<file path="src/rtl/irq_summary_pkg.sv">
package irq_summary_pkg;
  localparam int unsigned SRC_N  = 11;
  localparam int unsigned BYTE_W = 8;

  // source positions in the summary
  localparam int unsigned SRC_S0_INTA = 0;
  localparam int unsigned SRC_S1_INTA = 1;
  localparam int unsigned SRC_S0_INTB = 2;
  localparam int unsigned SRC_S1_INTB = 3;
  localparam int unsigned SRC_S0_INTC = 4;
  localparam int unsigned SRC_PIC     = 5;
  localparam int unsigned SRC_ETH     = 6;
  localparam int unsigned SRC_SCSI    = 7;
  localparam int unsigned SRC_S1_INTC = 8;
  localparam int unsigned SRC_S0_INTD = 9;
  localparam int unsigned SRC_S1_INTD = 10;
endpackage

</file>
<file path="src/rtl/irq_reg_decode.sv">
module irq_reg_decode #(
  parameter int unsigned ADDR_W = 16,
  parameter int unsigned N_REGS = 2,
  parameter logic [ADDR_W-1:0] BASE_ADDR = 16'h0026
) (
  input  logic [ADDR_W-1:0] addr_i,
  input  logic              rd_i,
  input  logic              wr_i,
  output logic [N_REGS-1:0] rd_sel_o,
  output logic [N_REGS-1:0] wr_sel_o
);
  logic [N_REGS-1:0] hit;

  for (genvar k = 0; k < N_REGS; k++) begin : g_hit
    assign hit[k] = (addr_i == BASE_ADDR + ADDR_W'(k));
  end

  assign rd_sel_o = hit & {N_REGS{rd_i}};
  assign wr_sel_o = hit & {N_REGS{wr_i}};
endmodule

</file>
<file path="src/rtl/irq_mask_bank.sv">
module irq_mask_bank #(
  parameter int unsigned N_SRC  = 11,
  parameter int unsigned BYTE_W = 8,
  parameter int unsigned N_REGS = 2
) (
  input  logic              clk_i,
  input  logic              rst_ni,
  input  logic [N_REGS-1:0] wr_sel_i,
  input  logic [BYTE_W-1:0] wdata_i,
  output logic [N_SRC-1:0]  mask_o
);
  for (genvar i = 0; i < N_SRC; i++) begin : g_bit
    always_ff @(posedge clk_i or negedge rst_ni) begin
      if (!rst_ni)                 mask_o[i] <= 1'b1;
      else if (wr_sel_i[i/BYTE_W]) mask_o[i] <= wdata_i[i%BYTE_W];
    end
  end
endmodule

</file>
<file path="src/rtl/irq_read_mux.sv">
module irq_read_mux #(
  parameter int unsigned N_SRC  = 11,
  parameter int unsigned BYTE_W = 8,
  parameter int unsigned N_REGS = 2
) (
  input  logic [N_SRC-1:0]  src_i,
  input  logic [N_REGS-1:0] rd_sel_i,
  output logic [BYTE_W-1:0] rdata_o,
  output logic              rdata_oe_o
);
  localparam int unsigned SUM_W = N_REGS * BYTE_W;

  logic [SUM_W-1:0] summary;

  if (SUM_W > N_SRC) begin : g_pad
    assign summary = {{(SUM_W-N_SRC){1'b0}}, src_i};
  end else begin : g_nopad
    assign summary = src_i;
  end

  always_comb begin
    rdata_o = '0;
    for (int k = 0; k < N_REGS; k++) begin
      if (rd_sel_i[k]) rdata_o = rdata_o | summary[k*BYTE_W +: BYTE_W];
    end
  end

  assign rdata_oe_o = |rd_sel_i;
endmodule

</file>
<file path="src/rtl/irq_out_reg.sv">
module irq_out_reg #(
  parameter int unsigned N_SRC = 11
) (
  input  logic             clk_i,
  input  logic             rst_ni,
  input  logic [N_SRC-1:0] src_i,
  input  logic [N_SRC-1:0] mask_i,
  output logic             irq_o
);
  always_ff @(posedge clk_i or negedge rst_ni) begin
    if (!rst_ni) irq_o <= 1'b0;
    else         irq_o <= |(src_i & ~mask_i);
  end
endmodule

</file>
<file path="src/rtl/irq_summary_unit.sv">
module irq_summary_unit #(
  parameter int unsigned ADDR_W = 16,
  parameter int unsigned N_SRC  = irq_summary_pkg::SRC_N,
  parameter int unsigned BYTE_W = irq_summary_pkg::BYTE_W,
  parameter logic [ADDR_W-1:0] BASE_ADDR = 16'h0026
) (
  input  logic              clk_i,
  input  logic              rst_ni,
  input  logic [ADDR_W-1:0] addr_i,
  input  logic              rd_i,
  input  logic              wr_i,
  input  logic [BYTE_W-1:0] wdata_i,
  output logic [BYTE_W-1:0] rdata_o,
  output logic              rdata_oe_o,
  input  logic [N_SRC-1:0]  src_i,
  output logic              cpu_irq_o
);
  localparam int unsigned N_REGS = (N_SRC + BYTE_W - 1) / BYTE_W;

  logic [N_REGS-1:0] rd_sel;
  logic [N_REGS-1:0] wr_sel;
  logic [N_SRC-1:0]  mask;

  irq_reg_decode #(.ADDR_W(ADDR_W), .N_REGS(N_REGS), .BASE_ADDR(BASE_ADDR)) u_dec (
    .addr_i(addr_i), .rd_i(rd_i), .wr_i(wr_i),
    .rd_sel_o(rd_sel), .wr_sel_o(wr_sel)
  );

  irq_mask_bank #(.N_SRC(N_SRC), .BYTE_W(BYTE_W), .N_REGS(N_REGS)) u_mask (
    .clk_i(clk_i), .rst_ni(rst_ni), .wr_sel_i(wr_sel),
    .wdata_i(wdata_i), .mask_o(mask)
  );

  irq_read_mux #(.N_SRC(N_SRC), .BYTE_W(BYTE_W), .N_REGS(N_REGS)) u_rd (
    .src_i(src_i), .rd_sel_i(rd_sel),
    .rdata_o(rdata_o), .rdata_oe_o(rdata_oe_o)
  );

  irq_out_reg #(.N_SRC(N_SRC)) u_out (
    .clk_i(clk_i), .rst_ni(rst_ni), .src_i(src_i),
    .mask_i(mask), .irq_o(cpu_irq_o)
  );
endmodule

</file>
<file path="config.mk">
export PLATFORM = sky130hd
export DESIGN_NAME = irq_summary_unit
export DESIGN_NICKNAME = d
export VERILOG_FILES = /design/src/rtl/irq_summary_pkg.sv /design/src/rtl/irq_reg_decode.sv /design/src/rtl/irq_mask_bank.sv /design/src/rtl/irq_read_mux.sv /design/src/rtl/irq_out_reg.sv /design/src/rtl/irq_summary_unit.sv
export SDC_FILE = /design/constraint.sdc
export NUM_CORES = 1
export LEC_CHECK = 0
export BUFFER_PORTS_ARGS = -buffer_cell sky130_fd_sc_hd__buf_2
export CORE_MARGIN = 1
export CORE_UTILIZATION = 37
export DETAILED_ROUTE_END_ITERATION = 10
export GPL_ROUTABILITY_DRIVEN = 0
export PLACE_DENSITY = 0.74
export SLEW_MARGIN = 5
export SYNTH_ARGS = -nofsm -noshare
export SYNTH_HDL_FRONTEND = slang
export SYNTH_SLANG_ARGS = --single-unit
export TNS_END_PERCENT = 1
</file>
<file path="constraint.sdc">
create_clock -name clk_i -period 1 [get_ports clk_i]
set_input_delay 0.05 -clock clk_i [delete_from_list [all_inputs] [get_ports clk_i]]
set_output_delay 0.05 -clock clk_i [all_outputs]
set_load 0.05 [all_outputs]
</file>
==> flow_summary_export.csv, run 1 <==
group,metric,value,unit
min_path,min_delay_path_depth,2,
critical_path,r2r-start,"u_mask.mask_o[0]",
critical_path,crit_fanout,9,
timing,setup_viol,21,
floorplan,die_area,2240,um2
clock_network,numCtsBuffers,3,
timing,fin_crit,1420,ps
timing,finalHoldViolCount,0,
critical_path,worst-setup-path-type,"input port to primary output",
logic_synthesis,synthTopCellsByArea,"dfstp_2 (38%), mux2_4 (16%), nor4b_4 (6.2%), mux2_2 (4.4%), and2_1 (4.1%)",
timing,setup_ws,-421,ps
timing,relSlewSlack,79.4,%
floorplan,die_h,47.4,um
pwr,ir_drop,0.712,mV
grt,grt_max_degree,13,
critical_path,crit_path_start_kind,"input port",
logic_synthesis,synth_area,762,um2
pwr,leakage,0.586,nW
route,first_iter_violations,11,
grt,grt_pass1_vias,646,
timing,fin_worst_skew,1.23,ps
floorplan,io_pins,49,
placement,hpwl,1460,um
final_layout,fin_util,64.3,%
placement,io_buffer_count,48,
critical_path,worst_path_max_delay_cell,"nor4b_4",
route,route.detailed.drc,1,
logic_synthesis,ys_seq_area_share,41.2,%
final_layout,fin_nets,158,
critical_path,cp.required,950,ps
route,ant_nets,0,
timing,slew_violations,0,
critical_path,path_cells,"buf_6 -> nor4b_4 -> nand4_1 -> nor3b_2 -> buf_4 -> a22o_2 -> buf_8",
final_layout,postLayoutCellArea,1250,um2
logic_synthesis,async_flop_share,100,%
critical_path,cpPeakStageDelay,320,ps
clock_network,clk_pin_slew_worst_paths,80,ps
clock_network,cts_setup_buffers,0,
route,wl,2030,um
logic_synthesis,yosysWarnings,0,
outcome,status,"finished with violations",
logic_synthesis,synth.avg_cell_area,12.5,um2
grt,gr-total-overflow,0,
critical_path,regToRegSetupSlack,-120,ps
logic_synthesis,synth_seq_cells,12,
final_layout,num-fill-cells,157,
final_layout,drive_gt1_share,78.0,%
pwr,p_per_area,816,nW/um2
logic_synthesis,synth.net_count,100,
final_layout,diodes,0,
run,maxCapViolations,0,
min_path,worstHoldStart,"wdata_i[6]",
critical_path,critical_path.endpoint_type,"primary output",
clock_network,clock_sink_count,12,
grt,grt.total_usage,18.1,%
route,viasPerCell,4.81,
clock_network,cts_root_buffer,"clkbuf_4",
final_layout,synthToLayoutAreaGrowth,63.9,%
outcome,violations,"DRC, setup timing",
logic_synthesis,synth_edf_count,0,
timing,tightest_slew,309,ps
grt,grt_first_pass_wirelength,2830,um
logic_synthesis,synth.largest_area_cell,"dfstp_2",
critical_path,r2r_end,"u_out.irq_o",
logic_synthesis,synth_top_area_share,37.9,%
min_path,min_path_type,"input port to flop",
route,avgRoutedWirePerCell,14.0,um
route,drt_pass1_iterations,7,
timing,final.period_utilization,142,%
floorplan,die_w,47.4,um
critical_path,worst-r2r-cell-count,3,
logic_synthesis,ys_types,22,
critical_path,cp_data_arrival_time,1370,ps
floorplan,core_area,1940,um2
clock_network,clk_latency,260,ps
placement,placement.cell_area,1080,um2
logic_synthesis,ys.flop_type,"dfstp_2",
logic_synthesis,syn_inst,61,
route,vias,698,
logic_synthesis,synth_commonest_cells,"dfstp_2 (11), inv_1 (8), mux2_4 (8), and2_1 (5)",
grt,antenna_found_initial,0,
clock_network,cts_tree,"built",
clock_network,cts_max_path_buffers,2,
floorplan,start_util,39.2,%
floorplan,std_cell_rows,16,
min_path,min_to,"u_mask.mask_o[6]",
clock_network,cts_htree_levels,1,
logic_synthesis,synth.most_common_cell,"dfstp_2",
timing,max_freq,0.704,GHz
critical_path,path_buf_inv,3,
timing,rsz0062_at_grt,"yes",
critical_path,critPathTopFamily,"simple AND/OR/NAND/NOR gates",
## area by class of cell
class                           instances  area (um2)  share of cell area (%)
Inverter                                8        30.0                    2.40
Clock buffer                            4        36.3                    2.91
Multi-Input combinational cell         41         437                    35.0
Sequential cell                        12         314                    25.2
Timing Repair Buffer                   53         398                    31.9
Tap cell                               27        33.8                    2.71
## metrics by stage
step | cells | setup TNS, ps | power (mW) | worst slack, ps | hold slack, ps
floorplan | 61 | -5970 | 0.525 | -370 | -246
global placement | 140 | -8290 | 0.628 | -452 | -66.6
detailed placement | 140 | -9490 | 0.630 | -514 | -66.3
CTS | 145 | -5140 | 1.02 | -401 | 9.67
global route | 145 | -5790 | 1.07 | -449 | 3.46
finish | 145 | -5140 | 1.02 | -421 | 13.5
## sequential cells by signal, summed over array words and instances, names as in the netlist
register and count:
u_mask.mask_o 11, u_out.irq_o 1
## layout by cell type (no fill, tap or decap), types with 2 or more instances in the layout
cell / instances
inv_1: 7
nand2_1: 3
a22o_2: 3
buf_4: 3
buf_8: 3
and2_1: 3
and2_2: 2
clkbuf_4: 3
mux2_4: 10
nor3b_2: 2
nor4b_4: 2
buf_6: 12
dfstp_2: 11
o22ai_1: 2
nor2_1: 2
nand2b_1: 3
buf_2: 33
## cells by family (layout without fill, tap and decap cells)
| logic type | after synthesis | after routing | synth area share, % |
|---|---|---|---|
| AND/OR/NAND/NOR | 23 | 23 | 27.1 |
| multiplexers | 11 | 11 | 20.2 |
| buffers and inverters | 8 | 65 | 3.94 |
| flip-flops | 12 | 12 | 41.2 |
| AO/OA/AOI/OAI | 7 | 7 | 7.55 |
## worst max-delay path by stage
stage / cells after the start / to / slack, ps / startpoint
final: 7 / rdata_o[2] / -420 / addr_i[12]
after global routing: 7 / rdata_o[2] / -450 / addr_i[12]
after global placement: 7 / rdata_o[0] / -450 / addr_i[8]
after floorplan: 4 / u_mask.mask_o[0] / -370 / addr_i[7]
after CTS: 7 / rdata_o[1] / -400 / addr_i[11]
after detailed placement: 7 / rdata_o[0] / -510 / addr_i[8]
## metal layers
metal / up-vias / track usage (%) / share of wire [%]
met2: 25 / 28.5 / 50
met5: - / 0 / 0
met4: 0 / 5.71 / 1.3
met1: 337 / 25.1 / 42
li1: 334 / - / -
met3: 2 / 3.46 / 5.9
## timing repair
action,CTS,global route
pin swaps,5,2
resized for setup,27,4
hold buffers,1,0
setup endpoints to repair,21,21
endpoints found under the hold margin,12,0
gates cloned,0,0
## worst reg2reg max path, cell delays in order (launching register included)
cell      delay [ps]
dfstp_2          550
inv_2             30
a222oi_1         330
nand2_1           90
## power breakdown
part	internal [mW]	switching [mW]	total (mW)	leakage, nW
combinational	0.0908	0.0659	0.157	0.443
clock	0.221	0.154	0.374	0.0210
sequential	0.488	0.0000942	0.488	0.122
Power figures use the tool's default switching activity.
==> inputs of run 2 (changes only) <==
--- a/config.mk
+++ b/config.mk
@@ -6,11 +6,12 @@
 export NUM_CORES = 1
 export LEC_CHECK = 0
 export BUFFER_PORTS_ARGS = -buffer_cell sky130_fd_sc_hd__buf_2
-export CORE_MARGIN = 1
+export CORE_MARGIN = 3
 export CORE_UTILIZATION = 37
 export DETAILED_ROUTE_END_ITERATION = 10
 export GPL_ROUTABILITY_DRIVEN = 0
 export PLACE_DENSITY = 0.74
+export SETUP_SLACK_MARGIN = 0.4
 export SLEW_MARGIN = 5
 export SYNTH_ARGS = -nofsm -noshare
 export SYNTH_HDL_FRONTEND = slang
==> run 2 against run 1 <==
Compared with the run above: the flow finishes with violations (setup timing); design area rose by 6.6%; sequential power about the same; combinational power is 6% higher; non-clock buffer count up 6; total power shrank 5.8%; sequential share of layout area down 1.6 points; core utilization grew 8.1 points; first-iteration DRC count rose by 18%; via count is 4.4% higher; critical path type unchanged; largest power group unchanged.
==> flow_summary_export.csv, run 2 (synthesis gave the netlist of run 1 again) <==
group,metric,value,unit
clock_network,clock_sink_count,12,
placement,hpwl,1580,um
final_layout,fin_nets,164,
critical_path,r2r_end,"u_out.irq_o",
grt,antenna_found_initial,0,
route,first_iter_violations,13,
timing,hold_ws,8.33,ps
critical_path,crit_path_start_kind,"input port",
route,viasPerCell,4.89,
route,ant_nets,0,
timing,tightest_slew,281,ps
final_layout,drive_gt1_share,80.6,%
final_layout,reg.largest.list,"u_mask.mask_o (11), u_out.irq_o (1)",
critical_path,crit_start,"addr_i[11]",
critical_path,regToRegSetupSlack,-90,ps
pwr,ir_drop,0.795,mV
route,avgRoutedWirePerCell,15.5,um
critical_path,cp.required,950,ps
final_layout,fin_util,72.4,%
floorplan,die_w,51.4,um
timing,rsz0062_at_grt,"yes",
critical_path,r2r-start,"u_mask.mask_o[8]",
clock_network,clk_pin_slew_worst_paths,80,ps
pwr,p_per_area,721,nW/um2
placement,io_buffer_count,48,
grt,grt_max_degree,13,
critical_path,crit_fanout,5,
final_layout,mostFrequentLayoutCells,"buf_2 (32), dfstp_2 (11), buf_4 (9)",
route,drt_pass1_iterations,4,
outcome,violations,"setup timing",
timing,relSlewSlack,81.2,%
final_layout,diodes,0,
timing,fin_worst_skew,6.47,ps
final_layout,synthToLayoutAreaGrowth,74.7,%
timing,fin_crit,1400,ps
min_path,min_delay_path_depth,2,
floorplan,start_util,41.4,%
min_path,min_path_type,"input port to flop",
route,vias,729,
run,maxCapViolations,0,
route,wl,2310,um
grt,grt_pass1_vias,764,
critical_path,critical_path.endpoint_type,"primary output",
grt,grt.total_usage,18.2,%
final_layout,largest_reg_flops,11,
grt,gr-total-overflow,0,
timing,finalHoldViolCount,0,
pwr,leakage,0.641,nW
outcome,status,"finished with violations",
timing,setup_viol,21,
grt,grt_first_pass_wirelength,3540,um
floorplan,io_pins,49,
floorplan,core_area,1840,um2
floorplan,die_h,51.4,um
placement,placement.cell_area,1090,um2
clock_network,cts_max_path_buffers,2,
timing,max_freq,0.714,GHz
timing,final.period_utilization,140,%
clock_network,cts_htree_levels,1,
route,route.detailed.drc,0,
critical_path,worst-setup-path-type,"input port to primary output",
min_path,min_to,"u_mask.mask_o[3]",
floorplan,std_cell_rows,15,
clock_network,clk_latency,270,ps
clock_network,cts_tree,"built",
final_layout,layout_commonest_cell,"buf_2",
clock_network,numCtsBuffers,3,
placement,pre_cts_slack,-469,ps
timing,setup_ws,-401,ps
clock_network,cts_root_buffer,"clkbuf_4",
final_layout,top_register,"u_mask.mask_o",
critical_path,cp_data_arrival_time,1350,ps
final_layout,postLayoutCellArea,1330,um2
min_path,worstHoldStart,"wdata_i[3]",
timing,slew_violations,0,
floorplan,die_area,2640,um2
critical_path,worst-r2r-cell-count,4,
run 2: repair_timing:
item / in CTS / in global routing
endpoints found under the hold margin: 12 / 0
hold buffers: 1 / 0
setup buffers: 2 / 2
pin swaps: 15 / 7
cloned: 1 / 0
setup endpoints to repair: 22 / 22
gates resized for setup: 43 / 4
run 2: report_power, final:
group | switching [mW] | leakage [nW] | internal [mW]
Clock | 0.151 | 0.0150 | 0.154
Sequential | 0.0000990 | 0.122 | 0.488
Combinational | 0.0722 | 0.504 | 0.0942
Total | 0.224 | 0.641 | 0.736
run 2: worst max-delay path, stage by stage:
cell     delay, ps
buf_6           90
nor4b_4        290
nand4_1        190
nor3b_2        260
buf_4          180
and2_4         150
buf_8          140
run 2: area by class of cell:
class	instances	area, um2
Inverter	8	30.0
Sequential cell	12	314
Tap cell	25	31.3
Timing Repair Buffer	59	468
Fill cell	133	508
Multi-Input combinational cell	41	462
Clock buffer	4	26.3
run 2: layer usage:
metal / up-vias / track usage [%] / part of all wire (%)
li1: 344 / - / -
met1: 346 / 20.9 / 36
met2: 33 / 34.1 / 56
met3: 6 / 3.79 / 5.1
met4: 0 / 3.93 / 2.7
met5: - / 0 / 0
run 2: metrics by stage:
| stage | power (mW) | instances | TNS (ps) |
|---|---|---|---|
| 3_3_place_gp | 0.628 | 139 | -8250 |
| 4_1_cts | 0.958 | 147 | -5510 |
| 2_1_floorplan | 0.525 | 61 | -5970 |
| 6_report | 0.960 | 149 | -5560 |
| 3_5_place_dp | 0.631 | 139 | -8830 |
| 5_1_grt | 1.01 | 149 | -7620 |
run 2: how the worst max path moves through the flow:
stage,end,slack (ps)
after floorplan,u_mask.mask_o[0],-370
after global placement,rdata_o[7],-450
after detailed placement,rdata_o[6],-470
after CTS,rdata_o[6],-370
after global routing,rdata_o[7],-520
final,rdata_o[7],-400
